### config.mk
export PLATFORM = sky130hd
export DESIGN_NAME = acc_guard
export DESIGN_NICKNAME = d
export VERILOG_FILES = /design/src/rtl/acc_guard_pkg.sv /design/src/rtl/acc_guard_cfg.sv /design/src/rtl/acc_guard_rules.sv /design/src/rtl/acc_guard_capture.sv /design/src/rtl/acc_guard.sv
export SDC_FILE = /design/constraint.sdc
export NUM_CORES = 1
export LEC_CHECK = 0
export BUFFER_PORTS_ARGS = -buffer_cell sky130_fd_sc_hd__buf_2
export CELL_PAD_IN_SITES_DETAIL_PLACEMENT = 0
export CELL_PAD_IN_SITES_GLOBAL_PLACEMENT = 2
export CORE_ASPECT_RATIO = 1.4
export CORE_UTILIZATION = 36
export CTS_CLUSTER_SIZE = 28
export DETAILED_ROUTE_END_ITERATION = 16
export GPL_TIMING_DRIVEN = 0
export PLACE_DENSITY_LB_ADDON = 0.1
export SETUP_SLACK_MARGIN = 0.05
export SYNTH_ARGS = -nofsm -noshare
export SYNTH_HDL_FRONTEND = slang
export SYNTH_SLANG_ARGS = --single-unit
### constraint.sdc
create_clock -name clk -period 3.6 [get_ports clk]
set_clock_uncertainty 0.05 [all_clocks]
set_input_delay 0.54 -clock clk [delete_from_list [all_inputs] [get_ports clk]]
set_output_delay 0.54 -clock clk [all_outputs]
set_load 0.005 [all_outputs]
### src/rtl/acc_guard_pkg.sv
package acc_guard_pkg;

  localparam int ADDR_W = 16;
  localparam int CMD_W  = 10;
  localparam int GRP_W  = ADDR_W - CMD_W;
  localparam int DATA_W = 16;

  // control register bit positions
  localparam int CTRL_IO_EN   = 0;
  localparam int CTRL_SPARE   = 1;
  localparam int CTRL_CLR     = 2;
  localparam int CTRL_HOLE0   = 3;

  // register selects; hole i uses SEL_HOLE_BASE+2i (low) and +1 (high)
  localparam int SEL_CTRL      = 0;
  localparam int SEL_LIM_OUT   = 1;
  localparam int SEL_LIM_IN    = 2;
  localparam int SEL_HOLE_BASE = 3;

  typedef logic [ADDR_W-1:0] addr_t;
  typedef logic [CMD_W-1:0]  cmd_t;
  typedef logic [GRP_W-1:0]  grp_t;

  typedef struct packed {
    logic  valid;
    logic  is_io;
    logic  is_out;
    addr_t addr;
  } acc_t;

  function automatic logic in_window(addr_t a, addr_t lo, addr_t hi);
    return (a >= lo) && (a <= hi);
  endfunction

  function automatic cmd_t cmd_of(addr_t a);
    return a[CMD_W-1:0];
  endfunction

  function automatic grp_t grp_of(addr_t a);
    return a[ADDR_W-1:CMD_W];
  endfunction

  function automatic logic at_or_above(cmd_t c, cmd_t lim);
    return c >= lim;
  endfunction

  function automatic logic grp_between(grp_t g, grp_t lo, grp_t hi);
    return (g >= lo) && (g <= hi);
  endfunction

endpackage

### src/rtl/acc_guard_cfg.sv
module acc_guard_cfg
  import acc_guard_pkg::*;
#(
  parameter int NUM_HOLES = 2,
  parameter int SEL_W     = 3
) (
  input  logic                     clk,
  input  logic                     rst_n,
  input  logic                     we,
  input  logic [SEL_W-1:0]         sel,
  input  logic [DATA_W-1:0]        wdata,
  output logic                     io_en,
  output logic                     spare_ok,
  output logic                     clr_evt,
  output logic [NUM_HOLES-1:0]     hole_en,
  output addr_t [NUM_HOLES-1:0]    hole_lo,
  output addr_t [NUM_HOLES-1:0]    hole_hi,
  output cmd_t                     lim_out,
  output cmd_t                     lim_in
);

  logic ctrl_wr;
  assign ctrl_wr = we && (sel == SEL_W'(SEL_CTRL));
  assign clr_evt = ctrl_wr && wdata[CTRL_CLR];

  always_ff @(posedge clk) begin
    if (!rst_n) begin
      io_en    <= 1'b0;
      spare_ok <= 1'b0;
      hole_en  <= '0;
    end else if (ctrl_wr) begin
      io_en    <= wdata[CTRL_IO_EN];
      spare_ok <= wdata[CTRL_SPARE];
      hole_en  <= wdata[CTRL_HOLE0 +: NUM_HOLES];
    end
  end

  always_ff @(posedge clk) begin
    if (!rst_n) begin
      lim_out <= '1;
      lim_in  <= '1;
    end else if (we) begin
      if (sel == SEL_W'(SEL_LIM_OUT)) lim_out <= wdata[CMD_W-1:0];
      if (sel == SEL_W'(SEL_LIM_IN))  lim_in  <= wdata[CMD_W-1:0];
    end
  end

  for (genvar i = 0; i < NUM_HOLES; i++) begin : g_hole_regs
    localparam int SEL_LO = SEL_HOLE_BASE + 2 * i;
    localparam int SEL_HI = SEL_LO + 1;
    always_ff @(posedge clk) begin
      if (!rst_n) begin
        hole_lo[i] <= '0;
        hole_hi[i] <= '0;
      end else if (we) begin
        if (sel == SEL_W'(SEL_LO)) hole_lo[i] <= wdata[ADDR_W-1:0];
        if (sel == SEL_W'(SEL_HI)) hole_hi[i] <= wdata[ADDR_W-1:0];
      end
    end
  end

endmodule

### src/rtl/acc_guard_rules.sv
module acc_guard_rules
  import acc_guard_pkg::*;
#(
  parameter int   NUM_HOLES = 2,
  parameter grp_t SPARE_LO  = 6'h30,
  parameter grp_t SPARE_HI  = 6'h3F
) (
  input  acc_t                     acc,
  input  logic                     io_en,
  input  logic                     spare_ok,
  input  logic [NUM_HOLES-1:0]     hole_en,
  input  addr_t [NUM_HOLES-1:0]    hole_lo,
  input  addr_t [NUM_HOLES-1:0]    hole_hi,
  input  cmd_t                     lim_out,
  input  cmd_t                     lim_in,
  output logic [NUM_HOLES-1:0]     hole_hit,
  output logic                     io_lim_hit,
  output logic                     spare_hit,
  output logic                     viol
);

  logic mem_acc;
  logic io_acc;
  cmd_t lim_sel;

  assign mem_acc = acc.valid && !acc.is_io;
  assign io_acc  = acc.valid &&  acc.is_io;
  assign lim_sel = acc.is_out ? lim_out : lim_in;

  for (genvar i = 0; i < NUM_HOLES; i++) begin : g_hole_cmp
    assign hole_hit[i] = mem_acc && hole_en[i] &&
                         in_window(acc.addr, hole_lo[i], hole_hi[i]);
  end

  assign io_lim_hit = io_acc && io_en && at_or_above(cmd_of(acc.addr), lim_sel);
  assign spare_hit  = io_acc && !spare_ok &&
                      grp_between(grp_of(acc.addr), SPARE_LO, SPARE_HI);

  assign viol = (|hole_hit) || io_lim_hit || spare_hit;

endmodule

### src/rtl/acc_guard_capture.sv
module acc_guard_capture
  import acc_guard_pkg::*;
(
  input  logic  clk,
  input  logic  rst_n,
  input  logic  viol,
  input  logic  clr_evt,
  input  addr_t addr,
  output logic  fault,
  output addr_t fail_addr
);

  logic armed;
  logic take;

  assign armed = !fault || clr_evt;
  assign take  = viol && armed;

  always_ff @(posedge clk) begin
    if (!rst_n) begin
      fault     <= 1'b0;
      fail_addr <= '0;
    end else begin
      fault <= viol || (fault && !clr_evt);
      if (take) fail_addr <= addr;
    end
  end

endmodule

### src/rtl/acc_guard.sv
module acc_guard
  import acc_guard_pkg::*;
#(
  parameter int   NUM_HOLES = 2,
  parameter grp_t SPARE_LO  = 6'h30,
  parameter grp_t SPARE_HI  = 6'h3F,
  localparam int  SEL_W     = $clog2(SEL_HOLE_BASE + 2 * NUM_HOLES)
) (
  input  logic              clk,
  input  logic              rst_n,
  input  logic              acc_valid,
  input  logic              acc_is_io,
  input  logic              acc_is_out,
  input  logic [ADDR_W-1:0] acc_addr,
  input  logic              cfg_we,
  input  logic [SEL_W-1:0]  cfg_sel,
  input  logic [DATA_W-1:0] cfg_wdata,
  output logic              fault,
  output logic [ADDR_W-1:0] fail_addr
);

  acc_t                  acc;
  logic                  io_en;
  logic                  spare_ok;
  logic                  clr_evt;
  logic [NUM_HOLES-1:0]  hole_en;
  addr_t [NUM_HOLES-1:0] hole_lo;
  addr_t [NUM_HOLES-1:0] hole_hi;
  cmd_t                  lim_out;
  cmd_t                  lim_in;
  logic [NUM_HOLES-1:0]  hole_hit;
  logic                  io_lim_hit;
  logic                  spare_hit;
  logic                  viol;

  assign acc = '{valid: acc_valid, is_io: acc_is_io, is_out: acc_is_out, addr: acc_addr};

  acc_guard_cfg #(
    .NUM_HOLES (NUM_HOLES),
    .SEL_W     (SEL_W)
  ) u_cfg (
    .clk      (clk),
    .rst_n    (rst_n),
    .we       (cfg_we),
    .sel      (cfg_sel),
    .wdata    (cfg_wdata),
    .io_en    (io_en),
    .spare_ok (spare_ok),
    .clr_evt  (clr_evt),
    .hole_en  (hole_en),
    .hole_lo  (hole_lo),
    .hole_hi  (hole_hi),
    .lim_out  (lim_out),
    .lim_in   (lim_in)
  );

  acc_guard_rules #(
    .NUM_HOLES (NUM_HOLES),
    .SPARE_LO  (SPARE_LO),
    .SPARE_HI  (SPARE_HI)
  ) u_rules (
    .acc        (acc),
    .io_en      (io_en),
    .spare_ok   (spare_ok),
    .hole_en    (hole_en),
    .hole_lo    (hole_lo),
    .hole_hi    (hole_hi),
    .lim_out    (lim_out),
    .lim_in     (lim_in),
    .hole_hit   (hole_hit),
    .io_lim_hit (io_lim_hit),
    .spare_hit  (spare_hit),
    .viol       (viol)
  );

  acc_guard_capture u_cap (
    .clk       (clk),
    .rst_n     (rst_n),
    .viol      (viol),
    .clr_evt   (clr_evt),
    .addr      (acc_addr),
    .fault     (fault),
    .fail_addr (fail_addr)
  );

endmodule

==> out/metrics.cfg, run 1 <==
[clocking]
cts_setup_buffers = 0
path_clk_slew_ns = 0.07
cts_hold_buf = 0
root_buffer = clkbuf_16
cts_max_level = 3
numCtsBuffers = 9
ctsResizeCount = 0
cts_tree = done
clock-sinks = 105
clk-insertion-delay-late_ns = 0.36
clk_path_buf_depth = 2

[global_routing]
grt_overflow_total = 0
antenna_found_initial = 0
grt_max_degree = 16
grt_pass1_wl_um = 27100
grt_pass1_vias = 4916
grt.total_usage = 0.224

[finish]
register_area_um2 = 2100
layout.core_utilization = 0.426
nets = 902
fillers = 1641
multi_input_comb_area_um2 = 3390
drive_gt1_frac = 0.0924
num_antenna_cells = 0
area_delta_synth_final_pct = 14.4

[floorplanning]
start_util = 0.373
io_pins = 58
row_count = 54
core_area_um2 = 15700
dieArea_um2 = 16800
die_w_um = 110
die_h_um = 153

[synthesis]
synth_area_leaders = dfxtp_1, ha_1, nand2_1
ys_ff_latch = 105
syn_avg_cell_area_um2 = 8.11
synthArstFlopShare = 0
synth.net_count = 838
synth_cell_types = 40
synth-main-ff-cell = dfxtp_1
yosys.area.top_type_share = 0.358
ys_warn_count = 0
synth_top_area_cell = dfxtp_1
synth_edf_count = 0
synth_cells = 723
ys_seq_area_frac = 0.358
syn_area_um2 = 5870

[detailed_routing]
drc_errors = 0
via_count = 5035
drtPass1Iterations = 4
finalWirelength_um = 17800
vias_per_cell = 5.11
drtIter0Drc = 183
ant_nets = 0
wl_per_cell_um = 18.1

[worst_setup_path]
start_kind = input pin
worstPathRequired_ns = 3.83
cp_max_fo = 10
crit_slowest_cell = o311ai_0
crit_chain = buf_2 -> inv_1 -> ha_1 -> nand2b_1 -> a2111oi_0 -> o311ai_0 -> a211oi_1 -> a211o_1 -> a31oi_4 -> buf_12 -> mux2i_1
crit_type = input pin to flip-flop
r2r-end = u_cap.fail_addr[15]
rr_startpoint = u_cfg.hole_lo[7]
r2r_slack_ns = 0.32
reg2reg_depth = 9
endpoint_kind = flip-flop
critPathMaxStageDelay_ns = 0.85
cp.arrival_ns = 3.62

[place]
globalplace.congestion = 0.775
port_buffers = 53
post-place-ws_ns = -0.158
dp_hpwl_um = 13300

[worst_hold_path]
hp-class = input pin to flip-flop
min_from = acc_addr[0]
worstHoldPathCells = 3
hold_end = u_cap.fail_addr[0]

[power_and_ir_drop]
power.leakage_nw = 2.63
powerDensity_nw_per_um2 = 399
vdd_ir_drop_max_v = 0.000232

[sta]
final-setup-viol-count = 0
finalCriticalPeriod_ns = 3.39
hold_viol = 0
worst_pin_slew_ns = 1.03
slew_viol_final = 0
relSlewSlack = 0.307
fmax_ghz = 0.295
grt_setup_unrepaired = false
period_share = 0.942
final.setup.worst_slack_ns = 0.209

[outcome]
status = complete, no violations

[run]
drv_cap = 0

[layout by cell type, fill, tap and decap left out, types with 3 or more instances in the layout]
cell,Yosys,routed
a21boi_1,4,4
mux2i_1,29,29
nand3_1,29,29
a21o_1,3,3
ha_1,74,74
a21oi_1,24,24
nand2b_1,5,5
clkbuf_1,26,27
a211oi_1,5,5
buf_2,0,53
nor2b_1,10,10
nor2_1,9,9
dfxtp_1,105,105
a21boi_0,61,61
o211ai_1,4,4
bufinv_16,0,3
o21ai_0,11,11
inv_1,67,67
nand4_1,11,11
nand2_1,218,218
clkbuf_16,0,9
[cells by family after synthesis]
group | after synthesis | share of synthesized area
and+or+nand+nor | 292 | 0.211
AOI/OAI and AO/OA | 128 | 0.158
DFF | 105 | 0.358
buffers and inverters | 94 | 0.0629
adders and majority gates | 74 | 0.158
muxes | 30 | 0.0514
[how the worst max path moves through the flow]
stage,startpoint,end,slack [ns]
final,acc_addr[0],u_cap.fail_addr[15],0.21
after global routing,acc_is_out,u_cap.fail_addr[15],0.08
after CTS,acc_is_out,u_cap.fail_addr[15],0.22
after detailed placement,acc_is_out,u_cap.fail_addr[15],-0.16
after global placement,acc_is_out,u_cap.fail_addr[7],-0.12
after floorplan,acc_is_out,u_cap.fail_addr[0],0.55
[cell usage after synthesis (2+ instances only)]
master	number
a32oi_1	2
a2111o_1	2
a21o_1	3
inv_1	67
a221oi_1	2
dfxtp_1	105
nand2b_1	5
nor2_1	9
o21a_1	2
o211ai_1	4
a211oi_1	5
mux2i_1	29
nor2b_1	10
nand3_1	29
nand2_1	218
a2111oi_0	2
a21oi_1	24
a21boi_1	4
clkbuf_1	26
a21boi_0	61
nand4_1	11
ha_1	74
and4_1	2
o21ai_0	11
[critical path, delay by kind of cell]
family	cells	cell delay, ns
simple gates	1	0.10
buf+inv	3	0.44
mux	1	0.20
fa+ha+maj	1	0.31
compound gates	5	2.02
[report_power, final]
part	internal, mW	total (mW)	switching, mW
registers	1.19	1.20	0.0143
logic	0.124	0.334	0.210
clock network	0.692	1.14	0.449
total	2.01	2.68	0.673
[metrics by stage]
step	area, µm²	std cells	hold WS, ns	total power, mW	setup TNS (ns)
2_1_floorplan	5870	723	0.385	1.42	0
3_3_place_gp	6380	972	0.388	1.56	-1.15
3_5_place_dp	6380	972	0.398	1.57	-1.51
4_1_cts	6710	986	0.398	2.71	0
5_1_grt	6710	986	0.422	2.80	0
6_report	6710	986	0.404	2.68	0
[routing by layer]
layer	up-vias	global-route usage	share of wire
met1	2387	0.277	0.45
met5	-	0	0
li1	2552	-	-
met4	0	0.0895	0.026
met3	21	0.0230	0.023
met2	75	0.390	0.50
[sequential cells by signal (all words and copies together) (netlist names)]
register         count
u_cap.fail_addr     16
u_cap.fault          1
u_cfg.hole_en        2
u_cfg.hole_hi       32
u_cfg.hole_lo       32
u_cfg.io_en          1
u_cfg.lim_in        10
u_cfg.lim_out       10
u_cfg.spare_ok       1
[layout make-up]
cell class | count | area share
Sequential cell | 105 | 0.313
Inverter | 67 | 0.0375
Tap cell | 196 | 0.0366
Clock buffer | 11 | 0.0362
Buffer | 27 | 0.0175
Clock inverter | 3 | 0.0134
Timing Repair Buffer | 53 | 0.0395
Multi-Input combinational cell | 524 | 0.506
Note: power is estimated with default switching activity, not from simulation.
==> inputs of run 2 (changes only) <==
--- a/config.mk
+++ b/config.mk
@@ -9,7 +9,8 @@
 export CELL_PAD_IN_SITES_DETAIL_PLACEMENT = 0
 export CELL_PAD_IN_SITES_GLOBAL_PLACEMENT = 2
 export CORE_ASPECT_RATIO = 1.4
-export CORE_UTILIZATION = 36
+export CORE_MARGIN = 3
+export CORE_UTILIZATION = 25
 export CTS_CLUSTER_SIZE = 28
 export DETAILED_ROUTE_END_ITERATION = 16
 export GPL_TIMING_DRIVEN = 0
==> run 2 against run 1 <==
Global-route usage fell by 6.5 points. Setup slack improved by 0.078 ns. Via count fell by 0.54%. Cell count rose by 11%. Sequential power barely moved. Design area rose by 2.5%. Fmax rose by 2.4%. Critical endpoint is now u_cap.fail_addr[4]. Highest routed layer unchanged.
==> out/metrics.cfg, run 2 (same netlist as run 1, synthesis figures left out) <==
[sta]
relSlewSlack = 0.363
period_share = 0.920
finalCriticalPeriod_ns = 3.31
grt_setup_unrepaired = false
worst_pin_slew_ns = 0.952
slew_viol_final = 0
final-setup-viol-count = 0
fmax_ghz = 0.302
hold_viol = 0
finalSetupTns_ns = 0

[clocking]
clock-sinks = 105
path_clk_slew_ns = 0.06
clk-insertion-delay-late_ns = 0.37
cts_max_level = 3
numCtsBuffers = 9
cts_tree = done
cts_hold_buf = 0
cts_setup_buffers = 0
root_buffer = clkbuf_16
clk_path_buf_depth = 2
ctsResizeCount = 0

[power_and_ir_drop]
power.leakage_nw = 2.64
powerDensity_nw_per_um2 = 405
vdd_ir_drop_max_v = 0.000261

[finish]
nets = 902
final_cells = 1093
layout_commonest_cell = nand2_1
fillers = 2521
layout_common_cells = nand2_1, dfxtp_1, ha_1, inv_1, a21boi_0
area_delta_synth_final_pct = 17.2
drive_gt1_frac = 0.0948
top_regs = u_cfg.hole_hi x32, u_cfg.hole_lo x32, u_cap.fail_addr x16

[floorplanning]
dieArea_um2 = 25400
die_h_um = 187
core_area_um2 = 22800
die_w_um = 135
io_pins = 58
start_util = 0.258
row_count = 65

[detailed_routing]
wl_per_cell_um = 17.9
vias_per_cell = 4.58
via_count = 5008
drtPass1Iterations = 4
finalWirelength_um = 19500
drtIter0Drc = 155
ant_nets = 0
drc_errors = 0

[worst_hold_path]
min_from = acc_addr[0]
hp-class = input pin to flip-flop

[worst_setup_path]
start_kind = input pin
endpoint_kind = flip-flop
endpoint = u_cap.fail_addr[4]
cp.arrival_ns = 3.51
r2r_slack_ns = 0.42
reg2reg_depth = 9
crit_start = acc_is_out
rr_startpoint = u_cfg.hole_lo[7]
r2r-end = u_cap.fail_addr[4]
worstPathRequired_ns = 3.80
cp_max_fo = 10
crit_type = input pin to flip-flop

[place]
port_buffers = 53
globalplace.congestion = 0.735
dp.cells = 1077
dp_hpwl_um = 14800

[global_routing]
grt_pass1_wl_um = 29600
grt_max_degree = 17
antenna_found_initial = 0
grt_pass1_vias = 5035
grt.total_usage = 0.159
grt_overflow_total = 0

[run]
drv_cap = 0

[outcome]
status = complete, no violations

## run 2: changes by cell type in the layout (fill, tap and decap cells not counted)
cell        previous run  this run
diode_2                0         1
clkbuf_1              27        26
clkinvlp_4             0         1
bufinv_16              3         4
## run 2: area by class of cell
class / instances / area [µm²] / share of cell area
multi-input cells: 524 / 3390 / 0.494
flip-flops and latches: 105 / 2100 / 0.306
well taps: 301 / 377 / 0.0548
repair buffers: 53 / 265 / 0.0386
inverters: 67 / 251 / 0.0366
clock buffers: 10 / 239 / 0.0348
clock inverters: 5 / 128 / 0.0186
plain buffers: 27 / 118 / 0.0171
diodes: 1 / 2.50 / 0.000364
## run 2: per-stage QoR
step	cell area, µm²	setup slack (ns)	utilization	hold WS [ns]	power (mW)
floorplan	5870	0.549	-	0.385	1.42
global placement	6510	-0.138	0.286	0.393	1.57
detailed placement	6510	-0.161	0.286	0.402	1.58
CTS	6870	0.230	0.302	0.382	2.84
global route	6870	0.0647	0.302	0.399	2.92
finish	6880	0.287	0.302	0.397	2.78
## run 2: report_power, final
| group | total (mW) | switching [mW] | leakage, nW | internal, mW |
|---|---|---|---|---|
| clock network | 1.24 | 0.475 | 0.175 | 0.766 |
| registers | 1.20 | 0.0146 | 0.851 | 1.19 |
| logic | 0.339 | 0.215 | 1.61 | 0.124 |
| total | 2.78 | 0.704 | 2.64 | 2.08 |
## run 2: routing by layer
layer | vias to the layer above | share of wire | GRT usage
met5 | - | 0 | 0
met4 | 0 | 0.021 | 0.0504
met3 | 19 | 0.028 | 0.0221
met2 | 79 | 0.51 | 0.277
met1 | 2356 | 0.44 | 0.202
li1 | 2554 | - | -
## run 2: how the worst min path moves through the flow
stage / endpoint / slack [ns] / cells past startpoint
after floorplan: u_cfg.lim_out[0] / 0.38 / 2
final: u_cap.fail_addr[0] / 0.40 / 3
after detailed placement: u_cfg.hole_hi[5] / 0.40 / 2
after CTS: u_cap.fail_addr[0] / 0.38 / 3
after global placement: u_cap.fail_addr[15] / 0.39 / 2
after global routing: u_cap.fail_addr[0] / 0.40 / 3
## run 2: worst max-delay path, stage by stage
cell	delay (ns)
clkbuf_1	0.59
mux2_2	0.41
ha_1	0.26
nand2b_1	0.14
a21o_1	0.18
a21oi_1	0.13
o21ai_0	0.08
a32oi_1	0.45
a31oi_4	0.34
buf_12	0.25
mux2i_1	0.12
